===== src/rtl/boot_seq_pkg.sv =====
package boot_seq_pkg;
  typedef enum logic [1:0] {
    ST_IDLE  = 2'd0,
    ST_READ  = 2'd1,
    ST_WRITE = 2'd2
  } seq_state_t;
endpackage


===== src/rtl/boot_ctl_reg.sv =====
module boot_ctl_reg #(
  parameter int PAGE_BITS = 3,
  parameter int WAIT_BITS = 3
) (
  input  logic                 clk,
  input  logic                 rst_n,
  input  logic                 wr,
  input  logic [PAGE_BITS-1:0] wr_page,
  input  logic [WAIT_BITS-1:0] wr_wait,
  input  logic                 wr_force,
  input  logic                 force_clr,
  output logic [PAGE_BITS-1:0] page,
  output logic [WAIT_BITS-1:0] wait_n,
  output logic                 force_q
);
  always_ff @(posedge clk) begin
    if (!rst_n) begin
      page    <= '0;
      wait_n  <= '1;
      force_q <= 1'b0;
    end else begin
      if (wr) begin
        page   <= wr_page;
        wait_n <= wr_wait;
      end
      if (wr && wr_force) force_q <= 1'b1;
      else if (force_clr) force_q <= 1'b0;
    end
  end
endmodule


===== src/rtl/boot_wait_timer.sv =====
module boot_wait_timer #(
  parameter int WAIT_BITS = 3
) (
  input  logic                 clk,
  input  logic                 rst_n,
  input  logic                 load,
  input  logic [WAIT_BITS-1:0] load_val,
  input  logic                 run,
  output logic                 expire
);
  logic [WAIT_BITS-1:0] cnt;

  always_ff @(posedge clk) begin
    if (!rst_n)                   cnt <= '0;
    else if (load)                cnt <= load_val;
    else if (run && cnt != '0)    cnt <= cnt - WAIT_BITS'(1);
  end

  assign expire = (cnt == '0);
endmodule


===== src/rtl/boot_addr_gen.sv =====
module boot_addr_gen #(
  parameter int WORDS   = 2048,
  parameter int PAGE_AW = 13
) (
  input  logic                      clk,
  input  logic                      rst_n,
  input  logic                      clear,
  input  logic                      byte_step,
  input  logic                      word_step,
  output logic [PAGE_AW-1:0]        byte_ofs,
  output logic [$clog2(WORDS)-1:0]  word_idx,
  output logic                      third_byte,
  output logic                      last_word
);
  localparam int WIDX_W = $clog2(WORDS);

  logic [1:0] byte_pos;

  always_ff @(posedge clk) begin
    if (!rst_n || clear) begin
      byte_ofs <= '0;
      byte_pos <= '0;
      word_idx <= '0;
    end else begin
      if (byte_step) begin
        byte_ofs <= byte_ofs + PAGE_AW'(1);
        byte_pos <= third_byte ? 2'd0 : byte_pos + 2'd1;
      end
      if (word_step) word_idx <= word_idx + WIDX_W'(1);
    end
  end

  assign third_byte = (byte_pos == 2'd2);
  assign last_word  = (word_idx == WIDX_W'(WORDS - 1));
endmodule


===== src/rtl/boot_word_packer.sv =====
module boot_word_packer #(
  parameter int BYTE_W = 8,
  parameter int WORD_W = 24
) (
  input  logic              clk,
  input  logic              rst_n,
  input  logic              capture,
  input  logic [BYTE_W-1:0] byte_in,
  output logic [WORD_W-1:0] word
);
  always_ff @(posedge clk) begin
    if (!rst_n)       word <= '0;
    else if (capture) word <= {word[WORD_W-BYTE_W-1:0], byte_in};
  end
endmodule


===== src/rtl/boot_loader_seq.sv =====
module boot_loader_seq
  import boot_seq_pkg::*;
#(
  parameter int WORDS     = 2048,
  parameter int PAGE_BITS = 3,
  parameter int WAIT_BITS = 3,
  parameter int PAGE_AW   = 13,
  parameter int ADDR_W    = 14
) (
  input  logic                      clk,
  input  logic                      rst_n,
  input  logic                      map_sel,
  input  logic                      boot_mode,
  input  logic                      ctl_wr,
  input  logic [PAGE_BITS-1:0]      ctl_page,
  input  logic [WAIT_BITS-1:0]      ctl_wait,
  input  logic                      ctl_force,
  output logic                      force_pending,
  output logic                      boot_sel_n,
  output logic                      boot_rd_n,
  output logic [ADDR_W-1:0]         boot_addr,
  output logic [PAGE_BITS+PAGE_AW-ADDR_W-1:0] boot_hi,
  input  logic [7:0]                boot_byte,
  output logic                      ram_wr_valid,
  input  logic                      ram_wr_ready,
  output logic [$clog2(WORDS)-1:0]  ram_wr_addr,
  output logic [23:0]               ram_wr_data,
  output logic                      core_hold,
  output logic                      boot_done
);
  localparam int FULL_W = PAGE_BITS + PAGE_AW;

  seq_state_t state;
  logic [PAGE_BITS-1:0] reg_page, snap_page;
  logic [WAIT_BITS-1:0] reg_wait, snap_wait;
  logic force_q, auto_pend, host_sel, auto_ok;
  logic start, capture, handshake, expire, third_byte, last_word;
  logic timer_load;
  logic [PAGE_AW-1:0] byte_ofs;
  logic [FULL_W-1:0]  full_addr;

  assign host_sel = boot_mode & ~map_sel;
  assign auto_ok  = ~boot_mode & ~map_sel;

  boot_ctl_reg #(.PAGE_BITS(PAGE_BITS), .WAIT_BITS(WAIT_BITS)) u_ctl (
    .clk(clk), .rst_n(rst_n), .wr(ctl_wr), .wr_page(ctl_page),
    .wr_wait(ctl_wait), .wr_force(ctl_force), .force_clr(start),
    .page(reg_page), .wait_n(reg_wait), .force_q(force_q)
  );

  assign start = (state == ST_IDLE) &&
                 ((auto_pend && auto_ok) || (force_q && !host_sel));
  assign capture   = (state == ST_READ) && expire;
  assign handshake = (state == ST_WRITE) && ram_wr_ready;
  assign timer_load = start || (capture && !third_byte) || (handshake && !last_word);

  boot_wait_timer #(.WAIT_BITS(WAIT_BITS)) u_timer (
    .clk(clk), .rst_n(rst_n), .load(timer_load),
    .load_val(start ? reg_wait : snap_wait),
    .run(state == ST_READ), .expire(expire)
  );

  boot_addr_gen #(.WORDS(WORDS), .PAGE_AW(PAGE_AW)) u_addr (
    .clk(clk), .rst_n(rst_n), .clear(start), .byte_step(capture),
    .word_step(handshake), .byte_ofs(byte_ofs), .word_idx(ram_wr_addr),
    .third_byte(third_byte), .last_word(last_word)
  );

  boot_word_packer #(.BYTE_W(8), .WORD_W(24)) u_pack (
    .clk(clk), .rst_n(rst_n), .capture(capture),
    .byte_in(boot_byte), .word(ram_wr_data)
  );

  always_ff @(posedge clk) begin
    if (!rst_n) begin
      state     <= ST_IDLE;
      auto_pend <= 1'b1;
      boot_done <= 1'b0;
      snap_page <= '0;
      snap_wait <= '1;
    end else begin
      if (state == ST_IDLE) auto_pend <= 1'b0;
      unique case (state)
        ST_IDLE: if (start) begin
          state     <= ST_READ;
          boot_done <= 1'b0;
          snap_page <= reg_page;
          snap_wait <= reg_wait;
        end
        ST_READ: if (capture && third_byte) state <= ST_WRITE;
        ST_WRITE: if (handshake) begin
          if (last_word) begin
            state     <= ST_IDLE;
            boot_done <= 1'b1;
          end else begin
            state <= ST_READ;
          end
        end
        default: state <= ST_IDLE;
      endcase
    end
  end

  assign full_addr     = {snap_page, byte_ofs};
  assign boot_addr     = full_addr[ADDR_W-1:0];
  assign boot_hi       = full_addr[FULL_W-1:ADDR_W];
  assign boot_sel_n    = (state != ST_READ);
  assign boot_rd_n     = (state != ST_READ);
  assign ram_wr_valid  = (state == ST_WRITE);
  assign force_pending = force_q;
  assign core_hold     = (state != ST_IDLE) || (auto_pend && auto_ok);
endmodule


===== config.mk =====
export PLATFORM = sky130hd
export DESIGN_NAME = boot_loader_seq
export DESIGN_NICKNAME = d
export VERILOG_FILES = /design/src/rtl/boot_seq_pkg.sv /design/src/rtl/boot_ctl_reg.sv /design/src/rtl/boot_wait_timer.sv /design/src/rtl/boot_addr_gen.sv /design/src/rtl/boot_word_packer.sv /design/src/rtl/boot_loader_seq.sv
export SDC_FILE = /design/constraint.sdc
export NUM_CORES = 1
export LEC_CHECK = 0
export BUFFER_PORTS_ARGS = -buffer_cell sky130_fd_sc_hd__buf_2
export CAP_MARGIN = 20
export CORE_MARGIN = 2
export CORE_UTILIZATION = 25
export CTS_CLUSTER_DIAMETER = 40
export DETAILED_ROUTE_END_ITERATION = 6
export PLACE_DENSITY_LB_ADDON = 0.05
export REMOVE_ABC_BUFFERS = 1
export SLEW_MARGIN = 0
export SYNTH_ARGS = -nofsm -noshare
export SYNTH_HDL_FRONTEND = slang
export SYNTH_SLANG_ARGS = --single-unit

===== constraint.sdc =====
create_clock -name clk -period 2.6 [get_ports clk]
set_clock_uncertainty 0.2 [all_clocks]
set_input_delay 0.52 -clock clk [delete_from_list [all_inputs] [get_ports clk]]
set_output_delay 0.52 -clock clk [all_outputs]
set_load 0.005 [all_outputs]

Word level (Yosys, flattened, before mapping). Cells that the tools add are included.

$add $sub $neg: 4. $mul: 0. Divide/modulo/power cells: 0. Order comparisons: 0. Equality and inequality tests: 9. Shifts and indexed selects: 0. Multiplexer cells: 14. Bitwise logic cells: 4. Reduce and logical (&&, ||, !) cells: 29.

Operators by type and width (count): $add 13x1->13 const B (1); $add 11x1->11 const B (1); $eq 11x11->1 const B (1); $logic_and 1x1->1 (10); $mux 3 (3); $mux 2 (4); $reduce_bool 2->1 (4); $ne 2x1->1 const B (3); $pmux 2 s3 (1); $logic_or 1x1->1 (5); $mux 1 (5); $eq 2x2->1 const B (2); $logic_not 1->1 (4); $ne 2x2->1 const B (2); $reduce_and 4->1 (1); $logic_not 3->1 (1); $reduce_and 3->1 (1); $reduce_bool 3->1 (1); $sub 3x1->3 const B (1); $add 2x1->2 const B (1); $and 1x1->1 (2); $eq 2x1->1 const B (1); $logic_not 2->1 (1); $not 1->1 (2); other kinds (2) (2).

Bits in registers: 70. Latch bits: 0. Memory bits (writable): 0. Bits in read-only memories: 0. Input bits: 21. Output and inout port bits: 57. Logic and storage cells: 73. Memories: 0.

Logic depth before layout (Yosys ltp). Gate-level depths: netlist of the first run.

Word-level depth: 9. Gate-level depth with buffers: 7.

Cells and area by module. Synthesis of the first run repeated with hierarchy kept, for this count alone.

Cells, all modules: 312. Area total of the unflattened synthesis: 3080.5 um2.

Modules (own cells, without submodules): boot_addr_gen (instances 1, cells each 133, area each 1182.4 um2, sequential area each 520.5 um2); boot_word_packer (instances 1, cells each 77, area each 929.6 um2, sequential area each 480.5 um2); boot_loader_seq (instances 1, cells each 58, area each 524.3 um2, sequential area each 200.2 um2); boot_ctl_reg (instances 1, cells each 23, area each 259.0 um2, sequential area each 140.1 um2); boot_wait_timer (instances 1, cells each 21, area each 185.2 um2, sequential area each 60.1 um2).

Worst setup path before layout of the first run. OpenSTA, ideal clock, no wires.

Path kind: input port to flip-flop. Start: input map_sel. End: register u_timer.cnt[0]. Setup time: 0.116 ns. Data arrival time: 1.519 ns. Slack: 0.765 ns. Stages: 4. Buffers on the path: 0. Cell sequence: nor2b_1 o221ai_2 o221ai_2 o211a_1.

Word-level cells in the longest chain between the ends: 9.

Ends and longest elaborated chain: start: declaration (line boot_loader_seq.sv:12) `input logic map_sel,`; $not 1->1 * (line boot_loader_seq.sv:42, boot_loader_seq.sv:43); $and 1x1->1 (line boot_loader_seq.sv:42) `assign host_sel = boot_mode & ~map_sel;`; $logic_not 1->1 (line boot_loader_seq.sv:52) `((auto_pend && auto_ok) || (force_q && !host_sel));`; $logic_and 1x1->1 (line boot_loader_seq.sv:52); $logic_or 1x1->1 * (line boot_loader_seq.sv:52); $logic_and 1x1->1 * (line boot_loader_seq.sv:51) `assign start = (state == ST_IDLE) &&`; $logic_or 1x1->1 (2 in series) (line boot_loader_seq.sv:55) `assign timer_load = start || (capture && !third_byte) || (handshake && !last_word);`; $mux 3 / $reduce_bool 2->1 (equally long branches); end signal: assignment (line boot_wait_timer.sv:15) `else if (load) cnt <= load_val;`; end signal: assignment (line boot_wait_timer.sv:16) `else if (run && cnt != '0) cnt <= cnt - WAIT_BITS'(1);`; end: declaration (line boot_wait_timer.sv:11) `logic [WAIT_BITS-1:0] cnt;`.

Every way passes the cells marked *; elsewhere a longest branch is shown, timed or not. A chain may end at the register's enable or synchronous reset.

Final worst setup path of the first run.
Start: register u_timer.cnt[0]. End: register u_addr.byte_ofs[12].

Word-level cells in the longest chain between the ends: 2.

Ends and longest elaborated chain: $logic_not 3->1 (line boot_wait_timer.sv:19) `assign expire = (cnt == '0);`; $logic_and 1x1->1 (line boot_loader_seq.sv:53) `assign capture = (state == ST_READ) && expire;`; end signal: assignment (line boot_addr_gen.sv:26) `byte_ofs <= byte_ofs + PAGE_AW'(1);`; end: declaration (line boot_addr_gen.sv:10) `output logic [PAGE_AW-1:0] byte_ofs,`.

Every way passes these cells.

==> metrics, run 1 <==
synthesized area 2830 um^2; CP max stage delay 0.33 ns; clock sinks 70; GRT overflow 0; filler instances roughly 1200; # nets final 418; DRT iter0 DRCs 92; Total GRT Usage 11.8%; reg2reg path depth 7; GP Congestion ~0.70; Post-Syn Area per Cell roughly 8.9 um^2; DR top layer met4; Final Max Slew Viols 0; period utilization 75.8%; Netlist cell types 34; Worst Hold Path EP u_ctl.wait_n[0]; WL final 6.73 mm; largest net degree at the start of global routing 31; first-pass GRT wire length approximately 11 mm; Starting Density 25.8%; placed cells 522; Hold Violations, Final 0; Setup TNS 0 ns; hold path start ctl_wait[0]; CP required 2.65 ns; Main synth FF type dfxtp_1; Pleak 1.55 nW; worst-margin pin slew 0.555 ns; Layout area overhead 27.9%; Post-CTS Setup Inserts 0; share of layout cells above drive strength 1 24.6%; most frequent cells in the layout 78 x nand2_1, 77 x buf_2, 70 x dfxtp_1; post-DR wirelength/cell approximately 13 um; routed length on met2 2.98 mm; Clk Tree Root Cell clkbuf_16; port bufs 77; drt pass-1 iters 4; Synth Warn # 0; Die Y-Extent 110 um; most common cell after layout, fill and taps aside nand2_1; crit path capture type register; ANT nets after route 0; Met3 Routed Length 437 um; vias in the first global route 2144; cts bufs inserted 9; vias ~2300; # DRC 0; Slew headroom around 63%; HPWL Detailed between 4 and 5 mm; Clock Pin Slew Worst Setup and Hold Paths 0.06 ns; clk buf depth 2; Clk Latency, worst-skew pair 0.33 ns; Final Setup Violations 0; reg-to-reg endpoint u_addr.byte_ofs[12]; unrepaired setup endpoints after global routing no; CP Cell Sequence inv_1 > ha_1 > and4bb_1 > and3_1 > nand3_1 > or3_1 > a21oi_1; WP buf/inv 1; M1 wire length 3.19 mm; sequential area share after synthesis 49.6%; worst hold stages 3; diode count 0; Crit Reg-Reg Startpoint u_timer.cnt[0]; slowest stage cell, crit path or3_1; cell family with most CP delay simple AND/OR/NAND/NOR gates; max capacitance violation total 0; Die ar. 12200 um^2; worst hold path type in -> reg; die width about 110 um; Via-to-Cell Ratio 4.22; Cell Pwr Density 732 nW/um^2; H-tree Lvls 3; register bit count reported by yosys 70; # rows 38; Critical Path AT 2.02 ns; initial antenna violation count 0; Fmax between 500 and 600 MHz; Post-synth EDFFs 0; core area 10900 um^2; CP Class reg -> reg; Post-Layout Cell Count ~540; I/O pin count 78; status completed; CTS tree done; Tmin final 1.97 ns; VDD IR-drop max ~0.00036 V; crit start category register; post-CTS sizing 0; cell count after synthesis 317; FFs w/ async S/R, synth 0%; hold_buf cts 0; CP max FO 4; R2R setup slack 0.63 ns
==> worst max path at each step <==
stage / start / endpoint / cells past startpoint
final: u_timer.cnt[0] / u_addr.byte_ofs[12] / 7
after global routing: u_addr.word_idx[4] / u_timer.cnt[1] / 5
after CTS: u_timer.cnt[0] / u_addr.byte_ofs[12] / 7
after detailed placement: map_sel / u_timer.cnt[2] / 7
after global placement: map_sel / u_timer.cnt[2] / 7
after floorplan: u_timer.cnt[0] / u_addr.byte_ofs[11] / 7
==> stage by stage <==
stage / util, % / hold slack [ns] / instance area (um^2) / total power, mW / setup slack [ns]
6_report: 33.0 / 0.208 / 3610 / 2.65 / 0.630
3_3_place_gp: 30.6 / 0.250 / 3340 / 1.56 / 0.545
5_1_grt: 33.0 / 0.222 / 3610 / 2.80 / 0.450
2_1_floorplan: - / 0.233 / 2750 / 1.41 / 0.212
3_5_place_dp: 30.6 / 0.256 / 3340 / 1.56 / 0.554
4_1_cts: 33.0 / 0.196 / 3610 / 2.70 / 0.612
==> sequential cells by signal, summed over array words and instances (netlist names), 2 cells and up <==
name and flops:
u_addr.byte_pos 2, snap_wait 3, u_ctl.wait_n 3, u_timer.cnt 3, state 2, u_addr.word_idx 11, u_addr.byte_ofs 13, u_ctl.page 3
u_pack.word 24, snap_page 3
==> power breakdown <==
part	internal [mW]	total (mW)	switching (mW)	leakage [nW]
Combinational	0.145	0.355	0.209	0.850
Sequential	1.13	1.17	0.0418	0.568
Clock	0.667	1.12	0.453	0.132
Total	1.94	2.65	0.704	1.55
==> kinds of logic after synthesis <==
kind of cell | synth area share (%)
fa+ha+maj | 1.77
flops | 49.6
simple gates | 22.6
xor+xnor | 7.13
buf+inv | 3.32
mux | 4.25
compound gates | 11.3
==> routing by layer <==
metal,vias to the layer above,global-route usage (%)
met5,-,0
met4,0,5.09
met3,9,4.94
met2,55,17.6
met1,1016,15.0
li1,1193,-
==> final cells by class <==
type                    instances  area (um^2)  area share, %
clock buffers                  12          246           6.82
clock inverters                 4         22.5          0.623
inverters                       6         22.5          0.623
multi-input cells             225         1330           36.8
flip-flops and latches         70         1400           38.8
well taps                     140          175           4.85
repair buffers                 81          415           11.5
==> worst reg2reg max path, delay by kind of cell (launching register included) <==
kind                     cells  cell delay (ns)
buffers and inverters        1             0.10
flip-flops                   1             0.30
AND/OR/NAND/NOR              4             0.97
AO/OA/AOI/OAI                1             0.13
adder cells (fa/ha/maj)      1             0.20
==> Yosys cell counts, types with 2 or more instances <==
cell | count | area share (%)
nor2b_1 | 11 | 2.4
o221ai_2 | 2 | 1.1
o211a_1 | 2 | 0.71
ha_1 | 4 | 1.8
and3_1 | 2 | 0.44
mux2i_1 | 12 | 4.3
dfxtp_1 | 70 | 50
inv_1 | 6 | 0.80
a22oi_1 | 2 | 0.53
clkbuf_1 | 9 | 1.2
nor3_1 | 3 | 0.53
nand4_1 | 5 | 1.1
nor2_1 | 29 | 3.9
a21oi_1 | 7 | 1.2
o21ai_0 | 3 | 0.53
and4_1 | 2 | 0.62
buf_2 | 6 | 1.1
xnor2_1 | 9 | 2.8
a21boi_0 | 24 | 6.4
xor2_1 | 14 | 4.3
nand3_1 | 4 | 0.71
nand2_1 | 78 | 10
nand3b_1 | 2 | 0.53
Note: power is estimated with default switching activity, not from simulation.
==> run 2: changes to the inputs <==
==> constraint.sdc (replaced) <==
create_clock -name clk -period 1.58 [get_ports clk]
set_clock_uncertainty 0.2 [all_clocks]
set_input_delay 0.316 -clock clk [delete_from_list [all_inputs] [get_ports clk]]
set_output_delay 0.316 -clock clk [all_outputs]
set_load 0.005 [all_outputs]
==> run 2 against run 1 <==
The flow now finishes with violations (setup timing). Setup slack lost 0.81 ns. Wire length grew 9.9%. Sequential power grew 65%. Count of clock-buffer cells in the layout shrank 2. Critical path depth shrank 3. Combinational power grew to 3.3 times the previous value. Global-route usage grew 0.90 points. Cell count grew 12%. Core utilization grew 9.3 points. Via count grew 16%. Worst hold slack lost 0.20 ns. Register-to-register slack lost 0.77 ns. Critical path type is now reg -> out.
==> metrics, run 2 (synthesized netlist as in run 1, its figures left out) <==
status finished with violations; failing checks setup timing; diode count 0; Clk Tree Root Cell clkbuf_16; max reg flops 24; Hold Violations, Final 0; Fmax 569 MHz; Pleak 1.96 nW; crit path capture type primary output; HPWL Detailed 4.96 mm; crit start category register; fin worst setup slack -0.176 ns; most frequent cells in the layout 73 x buf_2, 71 x nand2_1, 64 x dfxtp_1; Post-Layout Cell Count 603; initial antenna violation count 0; Die ar. 12200 um^2; most common cell after layout, fill and taps aside buf_2; WL final 7.40 mm; Crit Reg-Reg Startpoint u_timer.cnt[1]; Clock Pin Slew Worst Setup and Hold Paths 0.06 ns; clock sinks 70; Critical Path AT 1.24 ns; GRT overflow 0; largest net degree at the start of global routing 32; # rows 38; CTS tree done; worst hold path type in -> reg; CP startpoint auto_pend; unrepaired setup endpoints after global routing yes; Final Setup Violations 37; Slew headroom between 70% and 80%; CP Class reg -> out; Via-to-Cell Ratio 4.36; placed cells 571; ANT nets after route 0; Final Max Slew Viols 0; Layout Utilization a little over two fifths; share of layout cells above drive strength 1 47.1%; port bufs 77; vias in the first global route 2469; VDD IR-drop max between 0.0004 and 0.0005 V; GP Congestion 0.708; # nets final ~480; first-pass GRT wire length around 12 mm; period utilization 111%; DRT iter0 DRCs 70; I/O pin count 78; core area 10900 um^2; post-DR wirelength/cell 12.3 um; CP required between 1 and 1.5 ns; CP max FO 2; drt pass-1 iters 4; vias approximately 2600; Clk Latency, worst-skew pair 0.33 ns; Total GRT Usage 12.7%; Die Y-Extent 110 um; die width 110 um; worst-margin pin slew 0.325 ns; clk buf depth 2; # DRC 0; register name with the most flops u_pack.word; cts bufs inserted 9; max capacitance violation total 0; H-tree Lvls 3; hold path start ctl_wait[0]; Starting Density 25.8%; Tmin final 1.76 ns; Layout area overhead 64.0%; biggest regs u_pack.word: 24 flops, u_addr.byte_ofs: 13 flops, u_addr.word_idx: 11 flops; Cell Pwr Density 1070 nW/um^2
## run 2: cell types whose count changed in the layout (fill, tap and decap cells not counted), sizes merged
| cell | previous run | this run |
|---|---|---|
| buf | 81 | 144 |
| clkinvlp | 1 | 3 |
| clkinv | 3 | 2 |
| dlygate4sd3 | 0 | 1 |
## run 2: worst max-delay path, stage by stage, from the launching register on
cell and delay, ns:
dfxtp_2 0.32, nor2b_4 0.12, buf_6 0.10, a211o_1 0.25
buf_6 0.12
## run 2: final cells by class
class | instances | area (um^2)
Fill cell | 1129 | 6300
Multi-Input combinational cell | 225 | 1660
Sequential cell | 70 | 1410
Timing Repair Buffer | 147 | 1080
Clock buffer | 10 | 239
Tap cell | 140 | 175
Clock inverter | 5 | 36.3
Inverter | 6 | 22.5
## run 2: worst paths after layout
check / to / slack, ns / cells after the start
setup / recovery: core_hold / -0.18 / 4
hold / removal: u_ctl.wait_n[0] / 0.01 / 3
setup reg to reg: u_addr.byte_ofs[12] / -0.14 / 7
hold reg to reg: u_pack.word[19] / 0.26 / 2
## run 2: through the flow
stage	setup TNS, ns	cell area (um^2)	hold slack, ns	power (mW)	worst slack, ns
finish	-1.82	4630	0.0129	4.95	-0.176
global route	-7.22	4630	0.00984	5.25	-0.231
CTS	-3.24	4310	0.00538	4.85	-0.182
detailed placement	-3.81	3760	0.255	2.73	-0.192
global placement	-3.35	3760	0.249	2.73	-0.166
floorplan	-18.65	2750	0.178	2.31	-0.808
## run 2: per-layer routing
layer	share of wire, %	global-route usage [%]
met1	43	15.0
met2	50	21.4
met3	6.0	5.29
met4	1.1	3.48
met5	0	0
## run 2: timing repair
action / CTS / global route
buffers inserted: 11 / 3
endpoints found under the hold margin: 1 / 0
gates resized for setup: 43 / 57
cloned: 0 / 2
setup endpoints to repair: 59 / 67
pin swaps: 11 / 27
hold buffers: 1 / 0
## run 2: where the power goes
part / internal (mW) / switching, mW / total [mW]
clock network: 1.09 / 0.759 / 1.85
registers: 1.86 / 0.0654 / 1.93
logic: 0.645 / 0.527 / 1.17
total: 3.60 / 1.35 / 4.95
==> run 3: changes to the inputs <==
--- a/config.mk
+++ b/config.mk
@@ -9,6 +9,7 @@
 export CAP_MARGIN = 20
 export CORE_MARGIN = 2
 export CORE_UTILIZATION = 25
+export CTS_BUF_LIST = sky130_fd_sc_hd__clkbuf_2
 export CTS_CLUSTER_DIAMETER = 40
 export DETAILED_ROUTE_END_ITERATION = 6
 export PLACE_DENSITY_LB_ADDON = 0.05
==> constraint.sdc (replaced) <==
create_clock -name clk -period 1.58 [get_ports clk]
set_clock_uncertainty 0.2 [all_clocks]
set_input_delay 0.237 -clock clk [delete_from_list [all_inputs] [get_ports clk]]
set_output_delay 0.237 -clock clk [all_outputs]
set_load 0.005 [all_outputs]
==> run 3 against run 2 <==
The flow still finishes with violations (setup timing). Cell area grew 8.4%. Count of clock-buffer cells in the layout up 1. Cell count rose by 6.5%. Core utilization rose by 3.5 points. Setup slack worse by 0.095 ns. Critical path depth grew 3. Sequential share of layout area decreased by 1.7 points. Maximum frequency down 5.1%. First-iteration DRC count increased by 17%. Combinational power up 10%. Clock power fell by 29%. Register-to-register slack got worse by 0.13 ns. Critical path type is now reg -> reg. Critical endpoint is now u_addr.byte_ofs[12]. Largest power group unchanged.
==> metrics, run 3 (synthesized netlist as in run 1, its figures left out) <==
Pwr Total 4.54 mW; Clk Tree Root Cell clkbuf_2; worst hold path type in -> reg; Clock Pin Slew Worst Setup and Hold Paths 0.21 ns; Post-Layout Cell Count 642; # nets final 522; cell family with most CP delay simple AND/OR/NAND/NOR gates; Critical Path AT 2.09 ns; I/O pin count between 70 and 80; status finished with violations; CP max stage delay 0.37 ns; GP Congestion 0.706; first-pass GRT wire length 12.7 mm; diode count 0; unrepaired setup endpoints after global routing yes; Die ar. ~12000 um^2; VDD IR-drop max 0.000551 V; CP Class reg -> reg; port bufs 77; slowest stage cell, crit path dfxtp_2; vias in the first global route around 2700; Layout area overhead 77.7%; Total GRT Usage 13.8%; register name with the most flops u_pack.word; CTS tree done; # DRC 0; max capacitance violation total 0; HPWL Detailed ~5 mm; initial antenna violation count 0; vias 2747; ANT nets after route 0; cts bufs inserted 9; crit start category register; crit path capture type register; Hold Violations, Final 0; CP required 1.82 ns; share of layout cells above drive strength 1 a little under 50%; placed cells 568; Register Area 1450 um^2; DRT iter0 DRCs 82; Pleak 2.18 nW; GRT overflow 0; fin area roughly 5000 um^2; max reg flops 24; largest net degree at the start of global routing 32; Die Y-Extent 110 um; post-DR wirelength/cell between 10 and 15 um; period utilization 117%; Placed Area between 3000 and 4000 um^2; Via-to-Cell Ratio 4.28; Clk Latency, worst-skew pair 0.51 ns; WP buf/inv 1; Fmax 540 MHz; most common cell after layout, fill and taps aside nand2_1; # rows 38; Cell Pwr Density roughly 900 nW/um^2; dpl ws -0.185 ns; most frequent cells in the layout 71 x nand2_1, 57 x buf_2, 46 x buf_6, 46 x buf_4, 39 x dfxtp_1; Final Setup Violations 45; multi-input logic area roughly 1600 um^2; Starting Density 25.8%; Slew headroom 80.3%; Tmin final 1.85 ns; CP Cell Sequence inv_2 > ha_4 > and4bb_2 > and3_4 > nand3_2 > or3_4 > a21oi_2; failing checks setup timing; filler instances 1100; biggest regs u_pack.word: 24 flops, u_addr.byte_ofs: 13 flops, u_addr.word_idx: 11 flops; WL final 8.01 mm; die width 110 um; worst-margin pin slew 0.295 ns; H-tree Lvls 3; clk buf depth 2; CP max FO 2; drt pass-1 iters 4; clock sinks 70; fin worst setup slack -0.271 ns; Setup TNS -3.05 ns; core area 10900 um^2; Final Max Slew Viols 0
-- run 3: cell types whose count changed in the layout (fill, tap and decap cells not counted), sizes merged --
| cell | delta |
|---|---|
| dlygate4sd3 | +23 |
| buf | +15 |
| bufinv | +3 |
| clkinvlp | -3 |
| clkbuf | +1 |
-- run 3: power by group --
group	total, mW	internal (mW)	switching, mW
Sequential	1.93	1.86	0.0653
Combinational	1.29	0.754	0.537
Clock	1.32	0.687	0.637
Total	4.54	3.31	1.24
-- run 3: area by class of cell --
type / count / area share, %
Tap cell: 140 / 3.49
Multi-Input combinational cell: 225 / 31.2
Sequential cell: 70 / 28.8
Timing Repair Buffer: 185 / 33.0
Clock inverter: 5 / 1.94
Inverter: 6 / 0.449
Clock buffer: 11 / 1.10
-- run 3: through the flow --
stage | hold WS (ns) | utilization, %
floorplan | 0.0989 | -
global placement | 0.249 | 34.2
detailed placement | 0.255 | 34.2
CTS | 0.101 | 43.6
global route | 0.135 | 45.9
finish | 0.159 | 45.9
-- run 3: worst paths after layout --
check / start / to / slack [ns] / cells after the start
setup / recovery: u_timer.cnt[0] / u_addr.byte_ofs[12] / -0.27 / 7
hold / removal: boot_mode / snap_wait[0] / 0.16 / 6
setup reg to reg: u_timer.cnt[0] / u_addr.byte_ofs[12] / -0.27 / 7
hold reg to reg: u_pack.word[15] / u_pack.word[23] / 0.26 / 2
-- run 3: layer usage --
| metal | track usage (%) | vias to the layer above | share of wire (%) |
|---|---|---|---|
| li1 | - | 1408 | - |
| met5 | 0 | - | 0 |
| met4 | 5.18 | 0 | 1.8 |
| met2 | 23.0 | 58 | 50 |
| met1 | 16.8 | 1268 | 44 |
| met3 | 4.17 | 13 | 4.5 |
-- run 3: worst min-delay path: cells and delay by family --
family | cells | cell delay [ns]
AOI/OAI and AO/OA | 1 | 0.21
buffers and inverters | 3 | 0.28
muxes | 1 | 0.08
and+or+nand+nor | 1 | 0.06
-- run 3: what timing repair did --
action                                 4_1_cts  5_1_grt
buffers inserted                            19       10
endpoints found under the hold margin       25        0
resized for setup                          110       39
gates cloned                                 3        2
setup endpoints to repair                   84       90
hold buffers                                24        0
pin swaps                                   18       12
